## src/rtl/depth_line_codec.sv

```systemverilog
module depth_line_codec #(
  parameter int WORDS    = 8,
  parameter int WORD_W   = 32,
  parameter int STEN_W   = 8,
  parameter int NARROW_W = 4,
  parameter int WIDE_W   = 16
) (
  input  logic                          clk,
  input  logic                          rst_n,
  input  logic [WORD_W-1:0]             clear_word,
  input  logic                          pk_valid,
  input  logic [WORDS*WORD_W-1:0]       pk_line,
  output logic                          pk_out_valid,
  output logic [1:0]                    pk_kind,
  output logic [WORDS*WORD_W-1:0]       pk_payload,
  output logic [$clog2(WORDS*WORD_W+1)-1:0] pk_len,
  output logic [WORD_W-STEN_W-1:0]      pk_max_depth,
  input  logic                          up_valid,
  input  logic [1:0]                    up_kind,
  input  logic [WORDS*WORD_W-1:0]       up_payload,
  output logic                          up_out_valid,
  output logic [WORDS*WORD_W-1:0]       up_line
);
  localparam int LINE_W     = WORDS * WORD_W;
  localparam int DEPTH_W    = WORD_W - STEN_W;
  localparam int LEN_W      = $clog2(LINE_W + 1);
  localparam int NARROW_LEN = WORD_W + (WORDS - 1) * NARROW_W;
  localparam int WIDE_LEN   = WORD_W + (WORDS - 1) * WIDE_W;
  localparam logic [1:0] K_CLEAR  = 2'b00;
  localparam logic [1:0] K_RAW    = 2'b01;
  localparam logic [1:0] K_NARROW = 2'b10;
  localparam logic [1:0] K_WIDE   = 2'b11;

  logic [WORD_W-1:0] ref_w;
  logic [WORDS-1:0]  same_clr;
  logic [WORDS-1:1]  fit_n, fit_w;
  logic [WORD_W-1:0] diff [1:WORDS-1];
  logic [LINE_W-1:0] narrow_pl, wide_pl;
  logic [DEPTH_W-1:0] max_c;
  logic [1:0]        kind_c;

  assign ref_w = pk_line[WORD_W-1:0];
  assign narrow_pl[WORD_W-1:0] = ref_w;
  assign wide_pl[WORD_W-1:0]   = ref_w;
  assign narrow_pl[LINE_W-1:NARROW_LEN] = '0;
  assign wide_pl[LINE_W-1:WIDE_LEN]     = '0;

  genvar g;
  generate
    for (g = 0; g < WORDS; g++) begin : g_clr
      assign same_clr[g] = (pk_line[g*WORD_W +: WORD_W] == clear_word);
    end
    for (g = 1; g < WORDS; g++) begin : g_diff
      assign diff[g]  = pk_line[g*WORD_W +: WORD_W] - ref_w;
      assign fit_n[g] = (&diff[g][WORD_W-1:NARROW_W-1]) | ~(|diff[g][WORD_W-1:NARROW_W-1]);
      assign fit_w[g] = (&diff[g][WORD_W-1:WIDE_W-1])   | ~(|diff[g][WORD_W-1:WIDE_W-1]);
      assign narrow_pl[WORD_W + (g-1)*NARROW_W +: NARROW_W] = diff[g][NARROW_W-1:0];
      assign wide_pl[WORD_W + (g-1)*WIDE_W +: WIDE_W]       = diff[g][WIDE_W-1:0];
    end
  endgenerate

  assign kind_c = (&same_clr) ? K_CLEAR  :
                  (&fit_n)    ? K_NARROW :
                  (&fit_w)    ? K_WIDE   : K_RAW;

  always_comb begin
    max_c = pk_line[STEN_W +: DEPTH_W];
    for (int i = 1; i < WORDS; i++)
      if (pk_line[i*WORD_W+STEN_W +: DEPTH_W] > max_c)
        max_c = pk_line[i*WORD_W+STEN_W +: DEPTH_W];
  end

  always_ff @(posedge clk or negedge rst_n) begin
    if (!rst_n) begin
      pk_out_valid <= 1'b0;
      pk_kind      <= K_CLEAR;
      pk_payload   <= '0;
      pk_len       <= '0;
      pk_max_depth <= '0;
    end else begin
      pk_out_valid <= pk_valid;
      if (pk_valid) begin
        pk_kind      <= kind_c;
        pk_max_depth <= max_c;
        case (kind_c)
          K_CLEAR:  begin pk_payload <= '0;        pk_len <= '0; end
          K_NARROW: begin pk_payload <= narrow_pl; pk_len <= LEN_W'(NARROW_LEN); end
          K_WIDE:   begin pk_payload <= wide_pl;   pk_len <= LEN_W'(WIDE_LEN); end
          default:  begin pk_payload <= pk_line;   pk_len <= LEN_W'(LINE_W); end
        endcase
      end
    end
  end

  logic [LINE_W-1:0] line_c;
  always_comb begin
    logic [WORD_W-1:0] base;
    base   = up_payload[WORD_W-1:0];
    line_c = up_payload;
    case (up_kind)
      K_CLEAR:  line_c = {WORDS{clear_word}};
      K_NARROW: for (int i = 1; i < WORDS; i++)
                  line_c[i*WORD_W +: WORD_W] = base + {{(WORD_W-NARROW_W){up_payload[WORD_W+(i-1)*NARROW_W+NARROW_W-1]}},
                                                       up_payload[WORD_W+(i-1)*NARROW_W +: NARROW_W]};
      K_WIDE:   for (int i = 1; i < WORDS; i++)
                  line_c[i*WORD_W +: WORD_W] = base + {{(WORD_W-WIDE_W){up_payload[WORD_W+(i-1)*WIDE_W+WIDE_W-1]}},
                                                       up_payload[WORD_W+(i-1)*WIDE_W +: WIDE_W]};
      default:  line_c = up_payload;
    endcase
  end

  always_ff @(posedge clk or negedge rst_n) begin
    if (!rst_n) begin
      up_out_valid <= 1'b0;
      up_line      <= '0;
    end else begin
      up_out_valid <= up_valid;
      if (up_valid) up_line <= line_c;
    end
  end


  pk_follow_chk: assert property (@(posedge clk) disable iff (!rst_n)
    pk_valid |=> pk_out_valid);

  pk_idle_chk: assert property (@(posedge clk) disable iff (!rst_n)
    !pk_valid |=> !pk_out_valid);

  up_follow_chk: assert property (@(posedge clk) disable iff (!rst_n)
    up_valid |=> up_out_valid);

  clear_empty_chk: assert property (@(posedge clk) disable iff (!rst_n)
    (pk_out_valid && pk_kind == K_CLEAR) |-> (pk_len == '0 && pk_payload == '0));

  narrow_tail_chk: assert property (@(posedge clk) disable iff (!rst_n)
    (pk_out_valid && pk_kind == K_NARROW) |-> (pk_payload[LINE_W-1:NARROW_LEN] == '0));

  unpack_clear_chk: assert property (@(posedge clk) disable iff (!rst_n)
    (up_valid && up_kind == K_CLEAR) |=> (up_line == {WORDS{$past(clear_word)}}));
  generate
    for (g = 0; g < WORDS; g++) begin : g_maxchk

      max_bound_chk: assert property (@(posedge clk) disable iff (!rst_n)
        pk_valid |=> (pk_max_depth >= $past(pk_line[g*WORD_W+STEN_W +: DEPTH_W])));
    end
  endgenerate
endmodule

```

## config.mk

```make
export PLATFORM = sky130hd
export DESIGN_NAME = depth_line_codec
export DESIGN_NICKNAME = d
export VERILOG_FILES = /design/src/rtl/depth_line_codec.sv
export SDC_FILE = /design/constraint.sdc
export NUM_CORES = 2
export LEC_CHECK = 0
export ABC_CLOCK_PERIOD_IN_PS = 2150
export BUFFER_PORTS_ARGS = -buffer_cell sky130_fd_sc_hd__buf_2
export CORE_AREA = 2 2 434 436
export CTS_BUF_LIST = sky130_fd_sc_hd__clkbuf_4 sky130_fd_sc_hd__clkbuf_8
export DETAILED_ROUTE_END_ITERATION = 12
export DIE_AREA = 0 0 436 438
export MAX_ROUTING_LAYER = met4
export PLACE_DENSITY = 0.48
export SYNTH_ARGS = -nofsm -noshare
export SYNTH_HDL_FRONTEND = slang
export SYNTH_SLANG_ARGS = --single-unit
```

## constraint.sdc

```tcl
create_clock -name clk -period 2.15 [get_ports clk]
set_input_delay 0 -clock clk [delete_from_list [all_inputs] [get_ports clk]]
set_output_delay 0 -clock clk [all_outputs]
set_load 0.05 [all_outputs]
```

Word level (Yosys, flattened, before mapping)
Index checks and enable logic that the tools add are counted. Widths: inputs -> output; s select.

Multiplexer cells: 14. Order comparisons: 7. Reductions and logical operators: 33. Bitwise gates (word level): 28. Add/subtract/negate cells: 21. Equal/unequal tests: 12.

Operator list (number): $pmux 256 s3 (1); $pmux 224 s3 (1); $add 32x32->32 (14); $eq 32x32->1 (8); $sub 32x32->32 (7); $reduce_and 29->1 (7); $reduce_or 29->1 (7); $gt 24x24->1 (7); $mux 24 (7); $reduce_and 17->1 (7); $reduce_or 17->1 (7); $mux 32 (1); $pmux 9 s3 (1); $not 1->1 (14); $or 1x1->1 (14); $reduce_and 7->1 (2); $eq 2x2->1 const B (4); $reduce_and 8->1 (1); $mux 2 (3); $logic_not 2->1 (2).

Flip-flop bits (word level): 549. Input bits: 550. Word-level logic and storage cells: 122. Output and inout bits: 549.

Depth between registers and ports, before layout
Depth in word-level cells: 14. Mapped depth: 99. Depth with buffers taken out: 94.

Worst setup path after synthesis
Ideal clock, no wire load.

Path kind: input-to-reg. Start point: input port pk_line[31]. End point: register pk_max_depth[9]. Data arrival time: 15054 ps. Buffers on the path: 8. Path slack: -13029 ps. Cell stages on the path: 88. Data required time: 2025 ps. Library setup time: 125 ps. Cell sequence: clkbuf_1 inv_1 ha_1 clkinv_2 nor3_1 nand2_1 or4_4 o21ai_1 clkbuf_1 mux2i_1 ha_1 a21o_1 a21o_1 a21oi_1 o21ai_1 a221o_1 o21bai_1 a31oi_1 [52 not listed] mux2_2 ha_1 nor2b_1 o21ai_0 nand2b_1 a21oi_1 nor2b_1 o21ai_0 nand2b_1 a21oi_1 nor2b_1 o21ai_0 nand2_1 a21oi_1 a31oi_1 clkbuf_1 o21ai_1 mux2_2.

Longest elaborated chain between the ends: 14.

RTL lines: start: declaration (line 12) `input logic [WORDS*WORD_W-1:0] pk_line,`; $gt 24x24->1 (line 69) `if (pk_line[i*WORD_W+STEN_W +: DEPTH_W] > max_c)`; $mux 24 * (line 69); $gt 24x24->1 (line 69); $mux 24 * (line 69); $gt 24x24->1 (line 69); $mux 24 * (line 69); $gt 24x24->1 (line 69); $mux 24 * (line 69); $gt 24x24->1 (line 69); $mux 24 * (line 69); $gt 24x24->1 (line 69); $mux 24 * (line 69); $gt 24x24->1 (line 69); $mux 24 * (line 69); end signal: assignment (line 84) `pk_max_depth <= max_c;`; end: declaration (line 17) `output logic [WORD_W-STEN_W-1:0] pk_max_depth,`.

Every way passes the cells marked *; elsewhere a longest branch is shown, timed or not. A chain may end at the register's enable or synchronous reset.

Worst setup path in the final report
Start point: input port pk_line[19]. End point: register pk_max_depth[8].

The elaborated chain is that of the path after synthesis.

==> impl_metrics.yaml <==
timing:
  rsz0062_at_grt: "yes"
  hold_ws_ns: -0.1007
  skew_ns: 0
  maxSlewViolCount: 0
  timing.fmax_mhz: 71.85
  max_slew_margin: 0.2422
  setup_viol: 452
  hold_viol: 9
  finalCriticalPeriod_ns: 13.92
  worst_slew_pin_slew_ns: 1.137
  fin_setup_tns_ns: -1293.92
  finalCritPeriodShare: 6.473
  worst_slack_ns: -11.77
placed_design:
  place_hpwl_um: 321300
  gp_congestion: 1.079
  placed_cell_area_mm2: 0.08061
  place_ws_ns: -13.00
  port_buffers: 1095
floorplanning:
  core_mm2: 0.1866
  die_w_um: 436
  placementRows: 159
  ios: 1099
  initial_core_util: 0.2849
  die_area_mm2: 0.1910
  die_y_um: 438
logic_synthesis:
  seq_area_frac_synth: 0.2560
  syn_area_per_cell_um2: 7.998
  synth_cells: 6648
  ys_warn_count: 0
  synth.top_cell.area_share: 0.2560
  synth_top_cells_by_area: "dfrtp_1 26%, ha_1 13%, nor2_1 5.1%, xnor2_1 4.9%, a21oi_1 4.3%"
  syn_area_mm2: 0.05317
  yosysTopAreaCell: "dfrtp_1"
  synth_ff_type: "dfrtp_1"
  ys_types: 105
  ys_ff_latch: 544
  postSynth.asyncResetShare: 1.000
  synth_edf_count: 0
clock_tree:
  cts_sinks: 544
  clk_pin_slew_ns: 0.06
  clock-root-buffer: "clkbuf_8"
  cts_inserted_buffers: 107
  cts_tree: "built"
  h-tree-depth: 3
  clk_latency_ns: 0.96
  cts_max_path_buffers: 3
run:
  maxCapViolations: 0
drt:
  drt_iter0_markers: 8502
  postRouteAntennaNets: 0
  num_vias: 74360
  wl_per_cell_um: 29.84
  routed_via_density: 5.516
  drt-total-wl_um: 402400
  first_pass_iters: 9
  drc_errors: 0
final_layout:
  syn_to_final_growth_pct: 79.21
  final_common_cell: "buf_4"
  final_cell_area_mm2: 0.09528
  layout-drive-gt1-share: 0.4112
  mostFrequentLayoutCells: "2355 x buf_4, 1084 x buf_2, 762 x dlygate4sd3_1"
  finalNetCount: 11954
  nFillCells: 18153
critical_path:
  critPathLaunchType: "input port"
  cp_max_fo: 8
  critPathCaptureType: "flip-flop"
  crit_type: "in -> reg"
  critPathMostFrequentCell: "buf_4"
  slowest_stage: "o41a_1"
  max_stage_delay_ns: 0.47
  crit_arrival_ns: 14.71
  crit_family: "compound AO/OA/AOI/OAI gates"
  critical_path_required_ns: 2.94
  crit_buf_inv: 32
grt:
  globalRouteTotalUtil: 0.4146
  grt_pass1_wl_um: 548000
  gr-total-overflow: 0
  antenna_found_initial: 115
  grt_max_degree: 183
  grt_pass1_vias: 71544
outcome:
  violations: "negative hold slack, negative setup slack"
  status: "complete, but fails checks"
power:
  p_leak_nw: 46.05
  peakVddDrop_mv: 0.7448
  power_mw: 67.73
  p_per_area_mw_per_mm2: 710.9
hold_path:
  hold_class: "in -> reg"
-- flip-flops by register name (all words and copies together) (netlist names) --
| register | flops |
|---|---|
| up_line | 256 |
| pk_kind | 2 |
| pk_len | 4 |
| pk_payload | 256 |
| pk_out_valid | 1 |
| pk_max_depth | 24 |
| up_out_valid | 1 |
-- power by group --
group | switching, mW | internal, mW
clock network | 5.61 | 6.30
registers | 1.20 | 11.7
logic | 24.5 | 18.4
-- Yosys cell counts, types with 88 or more instances --
master / number
a21o_1: 211
a21oi_1: 460
a221oi_1: 132
a31oi_1: 109
clkbuf_1: 279
dfrtp_1: 544
ha_1: 571
inv_1: 396
nand2_1: 564
nand3_1: 145
nand4_1: 88
nor2_1: 726
nor3_1: 169
o21ai_0: 359
o2bb2ai_1: 145
xnor2_1: 295
xor2_1: 146
-- logic make-up after synthesis --
kind of cell | after synthesis | share of synthesized area
AND/OR/NAND/NOR | 2220 | 0.1965
AO/OA/AOI/OAI | 2039 | 0.2622
buffers and inverters | 709 | 0.05097
adder cells (fa/ha/maj) | 588 | 0.1402
flip-flops | 544 | 0.2560
XOR/XNOR | 441 | 0.07265
multiplexers | 106 | 0.02141
other | 1 | 0.00007053
-- worst reg2reg max path: cells and delay by family (launching register included) --
kind | cells | cell delay (ns)
AOI/OAI and AO/OA | 1 | 0.14
buffers and inverters | 1 | 0.56
DFF | 1 | 0.62
and+or+nand+nor | 1 | 0.09
-- final timing paths --
| check | from | to | slack [ns] | cells after the start |
|---|---|---|---|---|
| max reg2reg | up_line[13] | up_line[13] | 0.69 | 3 |
| min | pk_line[37] | pk_payload[37] | -0.10 | 6 |
| max in group asynchronous | rst_n | up_line[232] | 0.90 | 6 |
| min reg2reg | pk_payload[97] | pk_payload[97] | 0.48 | 2 |
| min in group asynchronous | rst_n | pk_payload[243] | 0.34 | 4 |
| max | pk_line[19] | pk_max_depth[8] | -11.77 | 92 |
-- what timing repair did --
item	in CTS	in global routing
pin swaps	105	119
gates cloned	9	3
hold buffers	763	3
endpoints found under the hold margin	1088	4
setup endpoints to repair	443	466
resized for setup	325	206
buffers inserted	177	39
-- per-stage QoR --
step | utilization | std cells | hold WS (ns)
2_1_floorplan | - | 6650 | -0.2956
3_3_place_gp | 0.4320 | 12227 | -0.02204
3_5_place_dp | 0.4320 | 12227 | -0.02378
4_1_cts | 0.5024 | 13351 | -0.1432
5_1_grt | 0.5104 | 13464 | -0.08490
6_report | 0.5106 | 13482 | -0.1007
-- layer usage --
| metal | vias to the layer above | global-route usage | part of all wire |
|---|---|---|---|
| met2 | 4232 | 0.5870 | 0.41 |
| met1 | 36157 | 0.5219 | 0.41 |
| met3 | 1046 | 0.08920 | 0.097 |
| met5 | - | - | 0 |
| met4 | 0 | 0.2927 | 0.084 |
| li1 | 32925 | - | - |
-- area by class of cell --
class	instances	area, um^2	area share
inverters	400	1524	0.01599
multi-input cells	5399	40950	0.4298
clock inverters	28	314.1	0.003296
repair buffers	4367	33580	0.3524
diodes	96	240.2	0.002521
well taps	2495	3122	0.03276
clock buffers	153	1943	0.02039
flip-flops and latches	544	13610	0.1429
Power figures use the tool's default switching activity.
